File: src/rtl/uart_fifo_regs.sv
module uart_fifo_regs #(
  parameter int DEPTH = 16
) (
  input  logic       clk,
  input  logic       rst_n,
  input  logic [2:0] addr,
  input  logic       wr_en,
  input  logic       rd_en,
  input  logic [7:0] wdata,
  output logic [7:0] rdata,
  output logic       irq,
  input  logic       rx_push,
  input  logic [7:0] rx_byte,
  output logic       rx_full,
  input  logic       tx_pop,
  output logic [7:0] tx_byte,
  output logic       tx_avail
);
  localparam int AW = $clog2(DEPTH);
  localparam int CW = AW + 1;

  logic [7:0] lcr, dll, dlm, scr;
  logic [1:0] ier, trig_sel;
  logic       fifo_en, tx_flag;
  logic [7:0] rx_mem [DEPTH];
  logic [7:0] tx_mem [DEPTH];
  logic [AW-1:0] rx_wp, rx_rp, tx_wp, tx_rp;
  logic [CW-1:0] rx_cnt, tx_cnt, cap, trig;
  logic [7:0] iir;

  wire dlab     = lcr[7];
  wire wr_dat   = wr_en && addr == 3'd0 && !dlab;
  wire rd_dat   = rd_en && addr == 3'd0 && !dlab;
  wire wr_ctl   = wr_en && addr == 3'd2;
  wire rd_iir   = rd_en && addr == 3'd2;
  wire mode_chg = wr_ctl && (wdata[0] != fifo_en);
  wire rx_clr   = wr_ctl && (wdata[1] || mode_chg);
  wire tx_clr   = wr_ctl && (wdata[2] || mode_chg);

  assign cap = fifo_en ? CW'(DEPTH) : CW'(1);

  always_comb begin
    if (!fifo_en) trig = CW'(1);
    else case (trig_sel)
      2'd0:    trig = CW'(1);
      2'd1:    trig = CW'(DEPTH / 4);
      2'd2:    trig = CW'(DEPTH / 2);
      default: trig = CW'(DEPTH - 2);
    endcase
  end

  wire rx_do_push = rx_push && (rx_cnt < cap);
  wire rx_do_pop  = rd_dat && (rx_cnt != '0);
  wire tx_do_push = wr_dat && (tx_cnt < cap);
  wire tx_do_pop  = tx_pop && (tx_cnt != '0);

  always_ff @(posedge clk)
    if (rx_do_push) rx_mem[rx_wp] <= rx_byte;

  always_ff @(posedge clk)
    if (tx_do_push) tx_mem[tx_wp] <= wdata;

  always_ff @(posedge clk) begin
    if (!rst_n || rx_clr) begin
      rx_wp <= '0; rx_rp <= '0; rx_cnt <= '0;
    end else begin
      if (rx_do_push) rx_wp <= rx_wp + AW'(1);
      if (rx_do_pop)  rx_rp <= rx_rp + AW'(1);
      rx_cnt <= rx_cnt + CW'(rx_do_push) - CW'(rx_do_pop);
    end
  end

  always_ff @(posedge clk) begin
    if (!rst_n || tx_clr) begin
      tx_wp <= '0; tx_rp <= '0; tx_cnt <= '0;
    end else begin
      if (tx_do_push) tx_wp <= tx_wp + AW'(1);
      if (tx_do_pop)  tx_rp <= tx_rp + AW'(1);
      tx_cnt <= tx_cnt + CW'(tx_do_push) - CW'(tx_do_pop);
    end
  end

  wire rx_pend = ier[0] && (rx_cnt >= trig);
  wire tx_pend = ier[1] && tx_flag;
  wire [2:0] src_id = rx_pend ? 3'b010 : (tx_pend ? 3'b001 : 3'b000);
  assign iir = {fifo_en, fifo_en, 2'b00, src_id, !(rx_pend || tx_pend)};
  assign irq = rx_pend || tx_pend;

  wire ier_rise = wr_en && addr == 3'd1 && !dlab && wdata[1] && !ier[1] && tx_cnt == '0;
  wire tx_last  = tx_do_pop && tx_cnt == CW'(1);
  wire tx_ack   = rd_iir && src_id == 3'b001;

  always_ff @(posedge clk) begin
    if (!rst_n) begin
      lcr <= '0; dll <= '0; dlm <= '0; scr <= '0;
      ier <= '0; trig_sel <= '0; fifo_en <= 1'b0; tx_flag <= 1'b0;
    end else begin
      if (wr_en) begin
        case (addr)
          3'd0: if (dlab) dll <= wdata;
          3'd1: if (dlab) dlm <= wdata; else ier <= wdata[1:0];
          3'd2: begin fifo_en <= wdata[0]; trig_sel <= wdata[7:6]; end
          3'd3: lcr <= wdata;
          3'd7: scr <= wdata;
          default: ;
        endcase
      end
      if (tx_do_push)             tx_flag <= 1'b0;
      else if (tx_last || ier_rise) tx_flag <= 1'b1;
      else if (tx_ack)            tx_flag <= 1'b0;
    end
  end

  always_comb begin
    case (addr)
      3'd0:    rdata = dlab ? dll : ((rx_cnt != '0) ? rx_mem[rx_rp] : 8'h00);
      3'd1:    rdata = dlab ? dlm : {6'b0, ier};
      3'd2:    rdata = iir;
      3'd3:    rdata = lcr;
      3'd7:    rdata = scr;
      default: rdata = 8'h00;
    endcase
  end

  assign rx_full  = rx_cnt >= cap;
  assign tx_byte  = tx_mem[tx_rp];
  assign tx_avail = tx_cnt != '0;
endmodule

File: config.mk
export PLATFORM = sky130hd
export DESIGN_NAME = uart_fifo_regs
export DESIGN_NICKNAME = d
export VERILOG_FILES = /design/src/rtl/uart_fifo_regs.sv
export SDC_FILE = /design/constraint.sdc
export NUM_CORES = 1
export LEC_CHECK = 0
export ABC_AREA = 1
export BUFFER_PORTS_ARGS = -buffer_cell sky130_fd_sc_hd__buf_2
export CORE_UTILIZATION = 47
export DETAILED_ROUTE_END_ITERATION = 10
export HOLD_SLACK_MARGIN = 0.03
export PLACE_DENSITY_LB_ADDON = 0.25
export RECOVER_POWER = 100
export SYNTH_ARGS = -nofsm -noshare
export SYNTH_HDL_FRONTEND = slang
export SYNTH_SLANG_ARGS = --single-unit
File: constraint.sdc
create_clock -name clk -period 3.8 [get_ports clk]
set_input_delay 0.76 -clock clk [delete_from_list [all_inputs] [get_ports clk]]
set_output_delay 0.76 -clock clk [all_outputs]
set_load 0.02 [all_outputs]
* Word-level counts from Yosys, hierarchy flattened
Memories as Yosys holds them, arrays and structs flattened. A register that Yosys moved wholly into a read port is not among the register bits.
Index checks and enable logic that the tools add are counted.
** Cells by class
- $lt $le $gt $ge :: 4
- Mux-type cells :: 19
- Equal/unequal tests :: 9
- Bitwise logic cells :: 2
- $add $sub $neg :: 8
- Reductions and logical operators :: 45
** Operators with widths (number)
- $pmux 8 s5 :: 1
- $mux 8 :: 3
- $logic_and 1x1->1 :: 22
- $mux 4 :: 5
- $add 4x1->4 const B :: 4
- $pmux 4 s3 :: 1
- $add 5x1->5 :: 2
- $ge 5x5->1 :: 2
- $lt 5x5->1 :: 2
- $reduce_bool 5->1 :: 2
- $sub 5x1->5 :: 2
- $reduce_and 3->1 :: 3
- $mux 1 :: 7
- $eq 3x2->1 const B :: 2
- $logic_or 1x1->1 :: 6
- $reduce_and 2->1 :: 3
- $eq 5x1->1 const B :: 1
- $logic_not 5->1 :: 1
- $mux 5 :: 1
- $eq 2x1->1 const B :: 2
- $logic_not 1->1 :: 4
- $eq 3x1->1 const B :: 1
- $eq 3x3->1 const B :: 1
- $logic_not 3->1 :: 1
- other kinds (7) :: 8
** Word-level totals
- Memories kept :: 2
- Bits of input ports :: 25
- Register bits :: 64
- RAM bits :: 256
** Memories
- rx_mem :: depth 16, width 8, read ports 1, clocked after memory_dff 1, wr ports 1, line 25 : logic [7:0] rx_mem [DEPTH];
- tx_mem :: depth 16, width 8, read ports 1, clocked after memory_dff 1, wr ports 1, line 26 : logic [7:0] tx_mem [DEPTH];

* Depth between registers and ports, before layout
- Depth after elaboration :: 10
- Gate-level depth with buffers :: 18
- Mapped depth without buffers :: 18

* Worst setup path after synthesis
No wires, ideal clock.
- Kind :: in2reg
- Start :: input addr[0]
- End :: register tx_cnt[4]
- Slack :: 887 ps
- Cell stages on the path :: 12
- Path buffers :: 0
- Arrival :: 2843 ps
- Required time :: 3730 ps
- Library setup time :: 70 ps
- Cell sequence :: nor3_4 > nand2_1 > nor2_2 > nand2_4 > ha_1 > inv_1 > ha_1 > fa_1 > nand2_1 > a21oi_1 > or3_1 > a21oi_1
** On the way
- Cells in the longest elaborated chain, start to end :: 6
- Elaborated cells between the ends (all ways) :: 12
** Ends and longest elaborated chain
- start: declaration :: line 6 : input logic [2:0] addr,
- $logic_not 3->1 / $eq 3x2->1 (equally long branches) :: line 32, 34
- $logic_and 1x1->1, on equally long branches :: line 32, 34
- $logic_and 1x1->1, on equally long branches :: line 32, 36
- $logic_and 1x1->1 / $logic_or 1x1->1 (equally long branches) :: line 54, 38
- $add 5x1->5 / $logic_and 1x1->1 (equally long branches) :: line 79, 38
- $sub 5x1->5 / $logic_or 1x1->1 (equally long branches) :: line 79, 74
- end signal: assignment :: line 79 : tx_cnt <= tx_cnt + CW'(tx_do_push) - CW'(tx_do_pop);
- end: declaration :: line 28 : logic [CW-1:0] rx_cnt, tx_cnt, cap, trig;
Parallel ways exist; a longest one is shown, timed or not.
A chain may end at the register's enable or synchronous reset.

==> summary.md <==
| Metric | Value |
|---|---|
| Minimum clock period | `3.48 ns` |
| CTS Buf Count | `35` |
| Share of post-route cells with drive strength above 1 | `0.0543` |
| Peak VDD IR | `0.427 mV` |
| Critical Path AT | `2.72 ns` |
| Crit path launch type | `flop` |
| Clk slew on worst S/H paths | `0.06 ns` |
| Mapped Area | `0.0143 mm2` |
| Clock latency on the worst-skew pair | `0.52 ns` |
| Power Total | `around 0.009 W` |
| H-Tree Depth | `2` |
| Gr ovfl total | `0` |
| Stages on the worst setup path | `12` |
| Power Density | `~570 mW/mm2` |
| Avg Inst Size Synth | `10.4 um2` |
| Initial antenna violation count | `1` |
| CTS root buf | `clkbuf_16` |
| Die X | `176 um` |
| Largest family of logic cells by synthesized area | `simple AND/OR/NAND/NOR gates` |
| Post-CTS Resized | `0` |
| Min-Delay Path Class | `reg -> reg` |
| RD Place Congestion | `0.843` |
| GRT met1 Usage | `0.314` |
| Dpl hpwl | `between 20,000 and 25,000 um` |
| XOR/XNOR share of the synthesized area | `0.00307` |
| Post-synthesis compound-gate area fraction | `0.0778` |
| Largest net degree at the start of global routing | `65` |
| GR peak layer | `met2` |
| Number of post-CTS setup repair buffers | `0` |
| Post-synth EDFFs | `256` |
| FF-to-FF Start | `lcr[7]$_SDFFE_PN0P_` |
| Kind of critical path | `reg -> out` |
| Met2 Usage GRT | `0.326` |
| CORE AREA | `around 0.03 mm2` |
| Leading cell type in the layout, fill and taps excluded | `nand2_1` |
| CP bufs+invs | `2` |
| F_max | `0.288 GHz` |
| Mux cell area share after synthesis | `0.0224` |
| Routed Antenna Nets | `0` |
| Synth Net Count | `roughly 1,400` |
| GRT Total Usage | `0.214` |
| Fin. max-slew vios | `0` |
| Endpoint of the worst register-to-register path | `rx_cnt[4]$_SDFF_PP0_` |
| Pleak | `6.01 nW` |
| Die area | `0.0311 mm2` |
| Post-synthesis adder-cell area fraction | `0.0317` |
| Slowest-stage cell, CP | `clkbuf_4` |
| Die Ht | `176 um` |
| FFs w/ async S/R, synth | `0` |
| CP endpoint | `rdata[6]` |
| DR vias | `9,746` |
| N_diodes | `0` |
| Synth Register Bits | `roughly 330` |
| Post-Route Utilization | `0.532` |
| Final period util | `0.915` |
| R2r worst-path depth | `15` |
| Final #Nets | `1,473` |
| Most Frequent Cell on Critical Path | `nand2_1` |
| CTS Buffer Depth | `3` |
| Met3 usage in global routing | `0.0375` |
| Worst-margin pin slew | `about 1.3 ns` |
| Starting density of the core | `0.479` |
| Endpoint class of the critical path | `primary output` |
| Status | `finished clean` |
| CP peak stage delay | `0.63 ns` |
| Cts hold-fix bufs | `0` |
| Final hold viol count | `0` |
| Drt initial violations | `between 800 and 900` |
| Setup TNS | `0 ns` |
| Commonest cells after routing, fill and taps aside | `314 x nand2_1, 256 x edfxtp_1, 153 x inv_1` |
| CTS sink cnt | `328` |
| Avg WL per Cell | `approximately 18 um` |
| Yosys cell types | `39` |
| Setup repair after global routing missed its margin | `false` |
| I/O pin count | `44` |
| Seq/Total Area, Yosys | `0.639` |
| Synth Warn # | `0` |
| Crit path required time | `3.04 ns` |
| Avg Vias per Cell | `5.33` |
| R2R Setup Slk | `0.83 ns` |
| Top FF cell, synth | `edfxtp_1` |
| Area grow syn2layout | `11.0%` |
| # DRC | `0` |
| Top cell family by delay on the critical path | `simple AND/OR/NAND/NOR gates` |
| Fin Clk Skew | `around 0.028 ns` |
| Routed wire length | `approximately 32,000 um` |
| CP max FO | `64` |
| First-pass GRT wire length | `between 50,000 and 60,000 um` |
| PortBufs | `between 40 and 50` |
| Cells after synthesis | `1,373` |
| Simple logic cell fraction of the synthesized area | `0.167` |
| CP Cell Sequence | `clkbuf_4 -> nand2_1 -> nand2_1 -> nand2_1 -> nand3_1 -> nand3_1 -> nand2_1 -> nand2_1 -> nand2_1 -> nand2_1 -> nand2_1 -> clkbuf_1` |
| MaxCap Viol Count | `0` |
| Final setup violation count | `0` |
| Initial DRT Pass Iterations | `5` |
| Slew headroom | `0.164` |
| Row cnt | `between 60 and 70` |
| Number of global-route vias before repair | `roughly 9,300` |
| CTS tree | `yes` |
synth_stat cells (all sizes together) (27+ instances only):
library cell  instances  area (um2)
nor2                 97         392
dfxtp                72        1440
o21ai                78         390
o211ai               33         248
edfxtp              256        7690
ha                   33         413
clkbuf               27         101
nand2               315        1190
mux2i                32         320
inv                 156         586
buf                  27         141
nand3               126         636
a21oi                79         403
registers in the layout, summed over array words and instances (netlist names), 2 cells and up, named ones only:
| signal | cells |
|---|---|
| trig_sel | 2 |
| rx_wp | 4 |
| tx_cnt | 5 |
| tx_rp | 4 |
| tx_mem | 128 |
| dll | 8 |
| ier | 2 |
| rx_cnt | 5 |
| lcr | 8 |
| dlm | 8 |
| scr | 8 |
| tx_wp | 4 |
| rx_mem | 128 |
| rx_rp | 4 |
metal layers:
layer	vias up	part of all wire
met5	-	0
met4	0	0.017
met3	36	0.072
met2	308	0.45
met1	4662	0.46
li1	4740	-
kinds of logic after synthesis:
family | count (synthesis)
XOR/XNOR | 5
adder cells (fa/ha/maj) | 35
AO/OA/AOI/OAI | 200
multiplexers | 32
flip-flops | 328
buffers and inverters | 213
AND/OR/NAND/NOR | 560
per-stage QoR:
step | hold WS (ns) | cell area, um2 | worst slack, ns | cells
final | 0.460 | 15800 | 0.324 | 1827
after floorplan | 0.425 | 14300 | 0.887 | 1373
after detailed placement | 0.450 | 14900 | 0.600 | 1766
after CTS | 0.461 | 15900 | 0.418 | 1827
after global placement | 0.436 | 14900 | 0.649 | 1766
after global routing | 0.489 | 15800 | 0.131 | 1827
report_power, final:
part,leakage [nW],internal (W),total (W),switching (W)
Clock,0.526,0.00189,0.00323,0.00135
Combinational,2.60,0.000561,0.00164,0.00108
Sequential,2.89,0.00401,0.00412,0.000107
worst reg2reg max path: cells and delay by family, from the launching register on:
kind	cells	cell delay (ns)
flops	1	0.80
simple gates	4	0.26
fa+ha+maj	3	0.85
compound gates	2	0.35
xor+xnor	1	0.13
buf+inv	5	0.47
worst min-delay path by stage:
stage	start	to	slack [ns]	cells after the start
CTS	lcr[0]$_SDFFE_PN0P_	lcr[0]$_SDFFE_PN0P_	0.46	2
detailed placement	lcr[4]$_SDFFE_PN0P_	lcr[4]$_SDFFE_PN0P_	0.45	2
finish	lcr[5]$_SDFFE_PN0P_	lcr[5]$_SDFFE_PN0P_	0.46	2
floorplan	lcr[4]$_SDFFE_PN0P_	lcr[4]$_SDFFE_PN0P_	0.42	2
global placement	lcr[5]$_SDFFE_PN0P_	lcr[5]$_SDFFE_PN0P_	0.44	2
global route	dll[7]$_SDFFE_PN0P_	dll[7]$_SDFFE_PN0P_	0.49	2
final cells by class:
cell class / count / area (um2)
clock inverter: 14 / 135
sequential: 328 / 9130
timing repair buffer: 57 / 287
multi-input combinational: 832 / 4260
inverter: 159 / 597
tap: 390 / 488
clock buffer: 47 / 942
fill: 2605 / 13900
No activity file was read; power rests on OpenSTA's default activity.
